<file path="src/rtl/lsb_pkg.sv">
package lsb_pkg;
  localparam int HALF_W = 64;
  localparam int WIDE_W = 2 * HALF_W;

  typedef enum logic [1:0] {
    SZ_32  = 2'd0,
    SZ_64  = 2'd1,
    SZ_128 = 2'd2
  } acc_size_e;
endpackage

</file>
<file path="src/rtl/lsb_pair_check.sv">
module lsb_pair_check #(
  parameter int AW = 32
) (
  input  logic          a_valid,
  input  logic          a_store,
  input  logic          a_fp,
  input  logic [1:0]    a_size,
  input  logic [AW-1:0] a_addr,
  input  logic          b_valid,
  input  logic          b_store,
  input  logic          b_fp,
  input  logic [1:0]    b_size,
  input  logic [AW-1:0] b_addr,
  output logic          bond_ok
);
  import lsb_pkg::*;

  logic [AW-1:0] step;
  logic [AW-1:0] align_mask;
  logic          same_kind;
  logic          legal_size;
  logic          adjacent;
  logic          aligned;

  always_comb begin
    step       = AW'(4) << a_size;
    align_mask = (step << 1) - AW'(1);
    same_kind  = (a_store == b_store) && (a_fp == b_fp) && (a_size == b_size);
    legal_size = (a_size == SZ_64) || ((a_size == SZ_32) && !a_fp);
    adjacent   = (b_addr == (a_addr + step));
    aligned    = ((a_addr & align_mask) == '0);
    bond_ok    = a_valid && b_valid && same_kind && legal_size && adjacent && aligned;
  end
endmodule

</file>
<file path="src/rtl/lsb_rec_fifo.sv">
module lsb_rec_fifo #(
  parameter int DEPTH = 4,
  parameter int W     = 14
) (
  input  logic         clk,
  input  logic         rst_ni,
  input  logic         push,
  input  logic [W-1:0] din,
  input  logic         pop,
  output logic [W-1:0] dout,
  output logic         full,
  output logic         empty
);
  localparam int PW = (DEPTH > 1) ? $clog2(DEPTH) : 1;
  localparam int CW = $clog2(DEPTH + 1);

  logic [W-1:0]  mem [DEPTH];
  logic [PW-1:0] wp_q, wp_n, rp_q, rp_n;
  logic [CW-1:0] cnt_q, cnt_n;

  always_comb begin
    wp_n  = wp_q;
    rp_n  = rp_q;
    cnt_n = cnt_q;
    if (push) wp_n = (wp_q == PW'(DEPTH - 1)) ? '0 : wp_q + PW'(1);
    if (pop)  rp_n = (rp_q == PW'(DEPTH - 1)) ? '0 : rp_q + PW'(1);
    if (push && !pop)      cnt_n = cnt_q + CW'(1);
    else if (pop && !push) cnt_n = cnt_q - CW'(1);
  end

  always_ff @(posedge clk or negedge rst_ni) begin
    if (!rst_ni) begin
      wp_q  <= '0;
      rp_q  <= '0;
      cnt_q <= '0;
    end else begin
      wp_q  <= wp_n;
      rp_q  <= rp_n;
      cnt_q <= cnt_n;
    end
  end

  always_ff @(posedge clk) begin
    if (push) mem[wp_q] <= din;
  end

  assign dout  = mem[rp_q];
  assign full  = (cnt_q == CW'(DEPTH));
  assign empty = (cnt_q == '0);

  p_no_overflow_r8: assert property (@(posedge clk) disable iff (!rst_ni)
    push |-> !full);
  p_no_underflow_r10: assert property (@(posedge clk) disable iff (!rst_ni)
    pop |-> !empty);
endmodule

</file>
<file path="src/rtl/lsb_cpl_split.sv">
module lsb_cpl_split #(
  parameter int TW = 6
) (
  input  logic                      clk,
  input  logic                      rst_ni,
  input  logic                      rsp_fire,
  input  logic                      rec_bonded,
  input  logic                      rec_narrow,
  input  logic [TW-1:0]             rec_tag_lo,
  input  logic [TW-1:0]             rec_tag_hi,
  input  logic [lsb_pkg::WIDE_W-1:0] rsp_data,
  output logic                      rsp_ready,
  output logic                      cpl_valid,
  output logic [TW-1:0]             cpl_tag,
  output logic [lsb_pkg::HALF_W-1:0] cpl_data
);
  import lsb_pkg::*;

  logic              cpl_v_q, cpl_v_n;
  logic [TW-1:0]     cpl_tag_q, cpl_tag_n;
  logic [HALF_W-1:0] cpl_dat_q, cpl_dat_n;
  logic              cpl_en;
  logic              pend_q, pend_n;
  logic [TW-1:0]     pend_tag_q;
  logic [HALF_W-1:0] pend_dat_q, pend_dat_n;
  logic              pend_en;

  always_comb begin
    cpl_v_n    = 1'b0;
    cpl_tag_n  = cpl_tag_q;
    cpl_dat_n  = cpl_dat_q;
    cpl_en     = 1'b0;
    pend_n     = 1'b0;
    pend_en    = 1'b0;
    pend_dat_n = rec_narrow ? {32'b0, rsp_data[63:32]} : rsp_data[127:64];
    if (pend_q) begin
      cpl_v_n   = 1'b1;
      cpl_en    = 1'b1;
      cpl_tag_n = pend_tag_q;
      cpl_dat_n = pend_dat_q;
    end else if (rsp_fire) begin
      cpl_v_n   = 1'b1;
      cpl_en    = 1'b1;
      cpl_tag_n = rec_tag_lo;
      cpl_dat_n = rec_narrow ? {32'b0, rsp_data[31:0]} : rsp_data[63:0];
      pend_n    = rec_bonded;
      pend_en   = rec_bonded;
    end
  end

  always_ff @(posedge clk or negedge rst_ni) begin
    if (!rst_ni) begin
      cpl_v_q <= 1'b0;
      pend_q  <= 1'b0;
    end else begin
      cpl_v_q <= cpl_v_n;
      pend_q  <= pend_n;
    end
  end

  always_ff @(posedge clk) begin
    if (cpl_en) begin
      cpl_tag_q <= cpl_tag_n;
      cpl_dat_q <= cpl_dat_n;
    end
    if (pend_en) begin
      pend_tag_q <= rec_tag_hi;
      pend_dat_q <= pend_dat_n;
    end
  end

  assign rsp_ready = !pend_q;
  assign cpl_valid = cpl_v_q;
  assign cpl_tag   = cpl_tag_q;
  assign cpl_data  = cpl_dat_q;

  p_two_halves_r9: assert property (@(posedge clk) disable iff (!rst_ni)
    (rsp_fire && rec_bonded) |=> (cpl_valid && !rsp_ready) ##1 cpl_valid);
  p_one_cycle_r10: assert property (@(posedge clk) disable iff (!rst_ni)
    rsp_fire |=> cpl_valid);
endmodule

</file>
<file path="src/rtl/lsb_unit.sv">
module lsb_unit
  import lsb_pkg::*;
#(
  parameter int AW       = 32,
  parameter int TW       = 6,
  parameter int LQ_DEPTH = 4
) (
  input  logic              clk,
  input  logic              rst_n,
  input  logic              q0_valid,
  input  logic              q0_store,
  input  logic              q0_fp,
  input  logic [1:0]        q0_size,
  input  logic [AW-1:0]     q0_addr,
  input  logic [HALF_W-1:0] q0_wdata,
  input  logic [TW-1:0]     q0_tag,
  input  logic              q1_valid,
  input  logic              q1_store,
  input  logic              q1_fp,
  input  logic [1:0]        q1_size,
  input  logic [AW-1:0]     q1_addr,
  input  logic [HALF_W-1:0] q1_wdata,
  input  logic [TW-1:0]     q1_tag,
  output logic [1:0]        deq_cnt,
  output logic              iss_valid,
  input  logic              iss_ready,
  output logic              iss_store,
  output logic              iss_fp,
  output logic [1:0]        iss_size,
  output logic [AW-1:0]     iss_addr,
  output logic [WIDE_W-1:0] iss_wdata,
  output logic              iss_bonded,
  input  logic              rsp_valid,
  output logic              rsp_ready,
  input  logic [WIDE_W-1:0] rsp_data,
  output logic              cpl_valid,
  output logic [TW-1:0]     cpl_tag,
  output logic [HALF_W-1:0] cpl_data
);
  localparam int RECW = 2 + 2 * TW;

  logic [1:0] rst_sync_q;
  logic       rst_ni;

  always_ff @(posedge clk or negedge rst_n) begin
    if (!rst_n) rst_sync_q <= 2'b00;
    else        rst_sync_q <= {rst_sync_q[0], 1'b1};
  end
  assign rst_ni = rst_sync_q[1];

  logic            bond;
  logic            iss_fire;
  logic            lq_full, lq_empty;
  logic            rec_push, rsp_fire;
  logic [RECW-1:0] rec_in, rec_out;

  lsb_pair_check #(.AW(AW)) u_pair (
    .a_valid (q0_valid), .a_store (q0_store), .a_fp (q0_fp),
    .a_size  (q0_size),  .a_addr  (q0_addr),
    .b_valid (q1_valid), .b_store (q1_store), .b_fp (q1_fp),
    .b_size  (q1_size),  .b_addr  (q1_addr),
    .bond_ok (bond)
  );

  always_comb begin
    iss_valid  = q0_valid && (q0_store || !lq_full);
    iss_fire   = iss_valid && iss_ready;
    deq_cnt    = iss_fire ? (bond ? 2'd2 : 2'd1) : 2'd0;
    iss_store  = q0_store;
    iss_fp     = q0_fp;
    iss_addr   = q0_addr;
    iss_bonded = bond;
    iss_size   = bond ? (q0_size + 2'd1) : q0_size;
    if (bond) begin
      if (q0_size == SZ_32) iss_wdata = {64'b0, q1_wdata[31:0], q0_wdata[31:0]};
      else                  iss_wdata = {q1_wdata, q0_wdata};
    end else begin
      if (q0_size == SZ_32) iss_wdata = {96'b0, q0_wdata[31:0]};
      else                  iss_wdata = {64'b0, q0_wdata};
    end
    rec_push = iss_fire && !q0_store;
    rec_in   = {bond, (q0_size == SZ_32), q0_tag, (bond ? q1_tag : q0_tag)};
    rsp_fire = rsp_valid && rsp_ready;
  end

  lsb_rec_fifo #(.DEPTH(LQ_DEPTH), .W(RECW)) u_recs (
    .clk (clk), .rst_ni (rst_ni),
    .push (rec_push), .din (rec_in),
    .pop (rsp_fire), .dout (rec_out),
    .full (lq_full), .empty (lq_empty)
  );

  lsb_cpl_split #(.TW(TW)) u_split (
    .clk        (clk),
    .rst_ni     (rst_ni),
    .rsp_fire   (rsp_fire),
    .rec_bonded (rec_out[RECW-1]),
    .rec_narrow (rec_out[RECW-2]),
    .rec_tag_lo (rec_out[2*TW-1:TW]),
    .rec_tag_hi (rec_out[TW-1:0]),
    .rsp_data   (rsp_data),
    .rsp_ready  (rsp_ready),
    .cpl_valid  (cpl_valid),
    .cpl_tag    (cpl_tag),
    .cpl_data   (cpl_data)
  );

  p_same_kind_r2: assert property (@(posedge clk) disable iff (!rst_ni)
    (iss_valid && iss_bonded) |-> (q1_valid && (q0_store == q1_store)
                                   && (q0_fp == q1_fp) && (q0_size == q1_size)));
  p_fp32_alone_r4: assert property (@(posedge clk) disable iff (!rst_ni)
    (iss_valid && q0_fp && (q0_size == SZ_32)) |-> !iss_bonded);
  p_no_lone_pair_r6: assert property (@(posedge clk) disable iff (!rst_ni)
    (iss_valid && !q1_valid) |-> (!iss_bonded && (iss_size == q0_size)));
  p_load_limit_r8: assert property (@(posedge clk) disable iff (!rst_ni)
    (lq_full && !q0_store) |-> !iss_valid);
  p_hold_r11: assert property (@(posedge clk) disable iff (!rst_ni)
    !iss_ready |-> (deq_cnt == 2'd0));
  p_rsp_order_r10: assert property (@(posedge clk) disable iff (!rst_ni)
    rsp_valid |-> !lq_empty);
endmodule

</file>
<file path="config.mk">
export PLATFORM = sky130hd
export DESIGN_NAME = lsb_unit
export DESIGN_NICKNAME = d
export VERILOG_FILES = /design/src/rtl/lsb_pkg.sv /design/src/rtl/lsb_pair_check.sv /design/src/rtl/lsb_rec_fifo.sv /design/src/rtl/lsb_cpl_split.sv /design/src/rtl/lsb_unit.sv
export SDC_FILE = /design/constraint.sdc
export NUM_CORES = 1
export LEC_CHECK = 0
export ABC_AREA = 1
export BUFFER_PORTS_ARGS = -buffer_cell sky130_fd_sc_hd__buf_2
export CAP_MARGIN = 30
export CORE_AREA = 2 2 229 231
export CTS_CLUSTER_DIAMETER = 200
export DETAILED_ROUTE_END_ITERATION = 10
export DIE_AREA = 0 0 231 233
export PLACE_DENSITY = 0.6
export SLEW_MARGIN = 30
export SYNTH_ARGS = -nofsm -noshare
export SYNTH_HDL_FRONTEND = slang
export SYNTH_HIERARCHICAL = 1
export SYNTH_SLANG_ARGS = --single-unit
</file>
<file path="constraint.sdc">
create_clock -name clk -period 3.9 [get_ports clk]
set_input_delay 0.585 -clock clk [delete_from_list [all_inputs] [get_ports clk]]
set_output_delay 0.585 -clock clk [all_outputs]
set_load 0.05 [all_outputs]
</file>
======== Word-level counts from Yosys, hierarchy flattened ========
Memories as Yosys holds them, arrays and structs flattened.
Index checks and enable logic that the tools add are counted.
storage, ports and cells
  bits in registers ....................... 151
  RAM bits ................................ 56
  input port bits ......................... 346
  logic and storage cells ................. 79
  memories ................................ 1
memories
  name        depth  width  read ports  clocked after Yosys merged registers in  write ports  RTL line            source
  u_recs.mem  4      14     1           0                                        1            lsb_rec_fifo.sv:17  logic [W-1:0] mem [DEPTH];
operators by class
  add/sub/neg operators ................... 7
  equality and inequality tests ........... 8
  shift-type cells ........................ 1
  mux-type cells .......................... 23
  bitwise operators ....................... 1
  reductions and logical operators ........ 27
operators with widths
  kind                     count
  $mux W128                2
  $mux W64                 4
  $add A32 B32 Y32         1
  $and A32 B32 Y32         1
  $eq A32 B32 Y1           1
  $logic_not A32 Y1        1
  $mux W32                 1
  $shl A3 B2 Y32 const A   1
  $sub A32 B1 Y32 const B  1
  $mux W6                  3
  $logic_and A1 B1 Y1      14
  $mux W2                  5
  $add A2 B1 Y2 const B    3
  $logic_not A1 Y1         6
  $mux W1                  6
  $mux W3                  2
  $eq A2 B2 Y1 const B     2
  $reduce_bool A2 Y1       2
  $add A3 B1 Y3 const B    1
  $eq A3 B3 Y1 const B     1
  $sub A3 B1 Y3 const B    1
  $eq A1 B1 Y1             2
  $eq A2 B1 Y1 const B     1
  $eq A2 B2 Y1             1
  3 further kinds          4

======== Longest topological paths before layout ========
  depth after elaboration ................. 10
  depth in mapped cells ................... 25

======== Modules after synthesis ========
The synthesis kept the hierarchy.
modules (own cells, without submodules)
  module          times used  cells an instance  area an instance (sq um)  seq. area each (sq um)
  lsb_cpl_split   1           543                5916.9                    4254.1
  lsb_rec_fifo    1           214                2650.0                    1856.8
  lsb_unit        1           446                2242.2                    50.0
  lsb_pair_check  1           379                1919.3                    0.0

======== Worst setup path before layout ========
OpenSTA, ideal clock, no wires.
  kind .................................... input -> output
  start point ............................. input q0_size[0]
  end point ............................... output iss_wdata[101]
  arrival time ............................ 4.080 ns
  required time ........................... 3.315 ns
  setup slack ............................. -0.765 ns
  cell stages on the path ................. 18
  cell sequence ........................... buf_4 > nand2_1 > inv_1 > ha_1 > nand2_1 > nor2_1 > nand3_1 > nand2_2 > nand3_1 > xor2_1 > nand3_1 > nor2_1 > nand3_1 > nor2_1 > buf_6 > nand2_4 > buf_6 > nor2_1
between the ends
  longest elaborated chain between the ends .. 7
  elaborated cells between the ends (all ways) .. 18
  those cells by class .................... add/sub: 2; eq/ne: 3; shift: 1; mux: 2; bitwise: 1; reduce/logical: 9
ends and longest elaborated chain
  what                                                      RTL line              source
  start, declared                                           lsb_unit.sv:13        input logic [1:0] q0_size,
  branches (longest 5 deep; another with $add A32 B32 Y32)  --
  $logic_and A1 B1 Y1 (*)                                   lsb_pair_check.sv:32  bond_ok = a_valid && b_valid && same_kind && legal_size && adjacent && aligned;
  net iss_bonded                                            lsb_unit.sv:32        output logic iss_bonded,
  $mux W128 (*)                                             lsb_unit.sv:74        if (bond) begin
  end, declared                                             lsb_unit.sv:31        output logic [WIDE_W-1:0] iss_wdata,
Mark *: on every way through the listed nets, which the timed path passes.

======== Worst setup path in the final report ========
  start point ............................. input q0_size[0]
  end point ............................... output iss_wdata[91]
between the ends
  longest elaborated chain between the ends .. 7
  elaborated cells between the ends (all ways) .. 18
  those cells by class .................... add/sub: 2; eq/ne: 3; shift: 1; mux: 2; bitwise: 1; reduce/logical: 9
ends and longest elaborated chain
  what                                                      RTL line
  branches (longest 6 deep; another with $add A32 B32 Y32)  --
  $mux W128 (*)                                             lsb_unit.sv:74
Every way passes the cells marked *.

==> reports/results.ini <==
[final_layout]
syn_to_final_growth_pct = 43.8
finalInstanceArea_um2 = 18300
fin_util = 0.358
nNetsFinal = 2426
drive_gt1_frac = 0.384

[floorplan]
boundaryPins = 586
start_util = 0.249
fp.dieW_um = 231
core-area_um2 = 51100
dieArea_um2 = 53800
die_y_um = 233
num_rows = 83

[sta]
finalHoldViolCount = 0
min_period_ns = 3.82
setup_viol = 0
skew_ns = 0.0219
min_period_over_period = 0.980
relSlewSlack = 0.450
max_freq_mhz = 262
whs_ns = 0.181
tightest_slew_ns = 0.824
rsz0062_at_grt = true
drv_slew = 0

[worst_setup_path]
cpMostUsedCell = nand2_1
cp-end-kind = output pin
cpMaxStageDelayCell = ha_4
worstSetupStartpointType = primary input
path_class = primary input to output pin
crit_required_ns = 3.31
critPathMaxFanout = 12
crit_arrival_ns = 3.24
max_stage_delay_ns = 0.25
rr_worst_depth = 7
crit_chain = buf_8 > nand2_1 > inv_1 > ha_4 > buf_4 > nand2_1 > inv_1 > nand2_4 > nand2_4 > nand2_1 > nand2_1 > nand2_1 > nand2_1 > nor2_1 > nand3_1 > nor2_2 > nand3_2 > nor2_4 > buf_12 > nand2_8 > clkbuf_16 > nor2_4 > buf_6

[synthesis]
syn_area_um2 = 12700
synth_warnings = 6
avgSynthCellArea_um2 = 8.05
synth_fp_nets = 1941
netlist_instances = 1581

[run_status]
outcome = finished, final reports clean

[route]
drt_iter0_markers = 585
wire_per_inst_um = 17.4
drt_first_pass_iters = 5
vias_per_cell = 4.31
drc = 0
ant_nets = 0
vias = 11911
routed_wl_um = 48200

[clock_network]
clk-insertion-delay-late_ns = 0.51
cts_sinks = 207
h-tree-depth = 1
numCtsBuffers = 20
cts_buffer_depth = 3
cts_tree = yes
clockRootBuffer = clkbuf_16
clk_pin_slew_ns = 0.07

[pwr]
power.total_uw = 10000
swShare = 0.434
powerDensity_nw_per_um2 = 549
irDropWorstVdd_v = 0.000298
p_int_uw = 5680
power_switching_uw = 4360
combPwrFrac = 0.438
seqPwrFrac = 0.366
p_leak_uw = 0.00905
p_clk_frac = 0.196

[placement]
dpl-instance-area_um2 = 16300
io_buffers = 521
place_hpwl_um = 37300
gp_congestion = 0.912

[grt]
grt_pass1_wl_um = 68000
grt_use_total = 0.166
antenna_found_initial = 19
grt_pass1_vias = 11440
gr-total-overflow = 0
grt_max_degree = 66

[flow_run]
drv_cap = 0

[worst_hold_path]
min_path_type = register to asynchronous set/reset pin

per-layer routing:
layer / wire (µm) / up-vias / share of wire / track usage
met5: 12 / - / 0.00025 / 0
li1: - / 5781 / - / -
met1: 17800 / 5436 / 0.37 / 0.188
met3: 3800 / 92 / 0.079 / 0.0321
met2: 24400 / 600 / 0.51 / 0.303
met4: 2140 / 2 / 0.044 / 0.0706
sequential cells by signal, indices dropped and copies added (netlist names):
signal	cells
u_recs/rp_q	2
u_split/pend_dat_q	64
u_split/cpl_valid	1
rst_sync_q	2
u_split/pend_q	1
u_recs/wp_q	2
u_split/cpl_data	64
u_split/cpl_tag	6
u_recs/mem	56
u_split/pend_tag_q	6
u_recs/cnt_q	3
power by group through the flow:
stage	Sequential [µW]	Combinational (µW)	Clock [µW]
floorplan	5000	2090	0
global placement	3730	4230	0
detailed placement	3740	4340	0
CTS	3690	4390	2020
global route	3750	4780	2100
finish	3680	4400	1960
path summary, 6_finish.rpt:
path | endpoint | slack [ns] | start
max in group asynchronous | rst_sync_q[1]$_DFF_PN0_ | 3.37 | rst_n
min | u_split/cpl_valid$_DFF_PN0_ | 0.18 | rst_sync_q[1]$_DFF_PN0_
min in group clk | u_recs/mem[0][6]$_DFFE_PP_ | 0.32 | q0_tag[0]
max reg2reg | u_split/cpl_data[52]$_DFFE_PP_ | 1.23 | u_recs/rp_q[0]$_DFFE_PN0P_
max | iss_wdata[91] | 0.08 | q0_size[0]
min reg2reg | u_split/cpl_valid$_DFF_PN0_ | 0.18 | rst_sync_q[1]$_DFF_PN0_
cells in the final DEF, fill, tap and decap left out, types with 28 or more instances in the layout:
cell	instances
nand2_1	519
nor2_1	77
buf_8	31
buf_2	419
buf_4	39
o21ai_0	35
edfxtp_1	196
nand2_2	45
buf_6	66
nor2_4	68
o211ai_1	28
nand3_1	62
inv_1	272
critical path, delay by kind of cell:
kind / cells / cell delay, ns
adder cells (fa/ha/maj): 1 / 0.25
buffers and inverters: 7 / 0.95
AND/OR/NAND/NOR: 15 / 1.42
area by class of cell:
type | instances | area, µm²
Fill cell | 5206 | 32800
Antenna cell | 6 | 15.0
Multi-Input combinational cell | 970 | 5340
Clock inverter | 11 | 153
Inverter | 282 | 1070
Sequential cell | 207 | 6160
Timing Repair Buffer | 585 | 4200
Clock buffer | 22 | 508
Tap cell | 680 | 851
metrics by stage:
| stage | TNS (ns) | setup slack [ns] | std cells |
|---|---|---|---|
| 2_1_floorplan | -0.523 | -0.354 | 1581 |
| 3_3_place_gp | -8.04 | -0.145 | 2696 |
| 3_5_place_dp | -10.99 | -0.198 | 2698 |
| 4_1_cts | -0.0245 | -0.0245 | 2751 |
| 6_report | 0 | 0.0761 | 2763 |
| 5_1_grt | -7.92 | -0.119 | 2761 |
what timing repair did:
action                                  4_1_cts  5_1_grt
hold buffers                                  1        0
endpoints found under the hold margin         2        0
pin swaps                                    20       34
endpoints found under the setup margin       97      101
cloned                                        3        7
resized for setup                           113      196
setup buffers                                16        2
(Power assumes the default switching activity.)
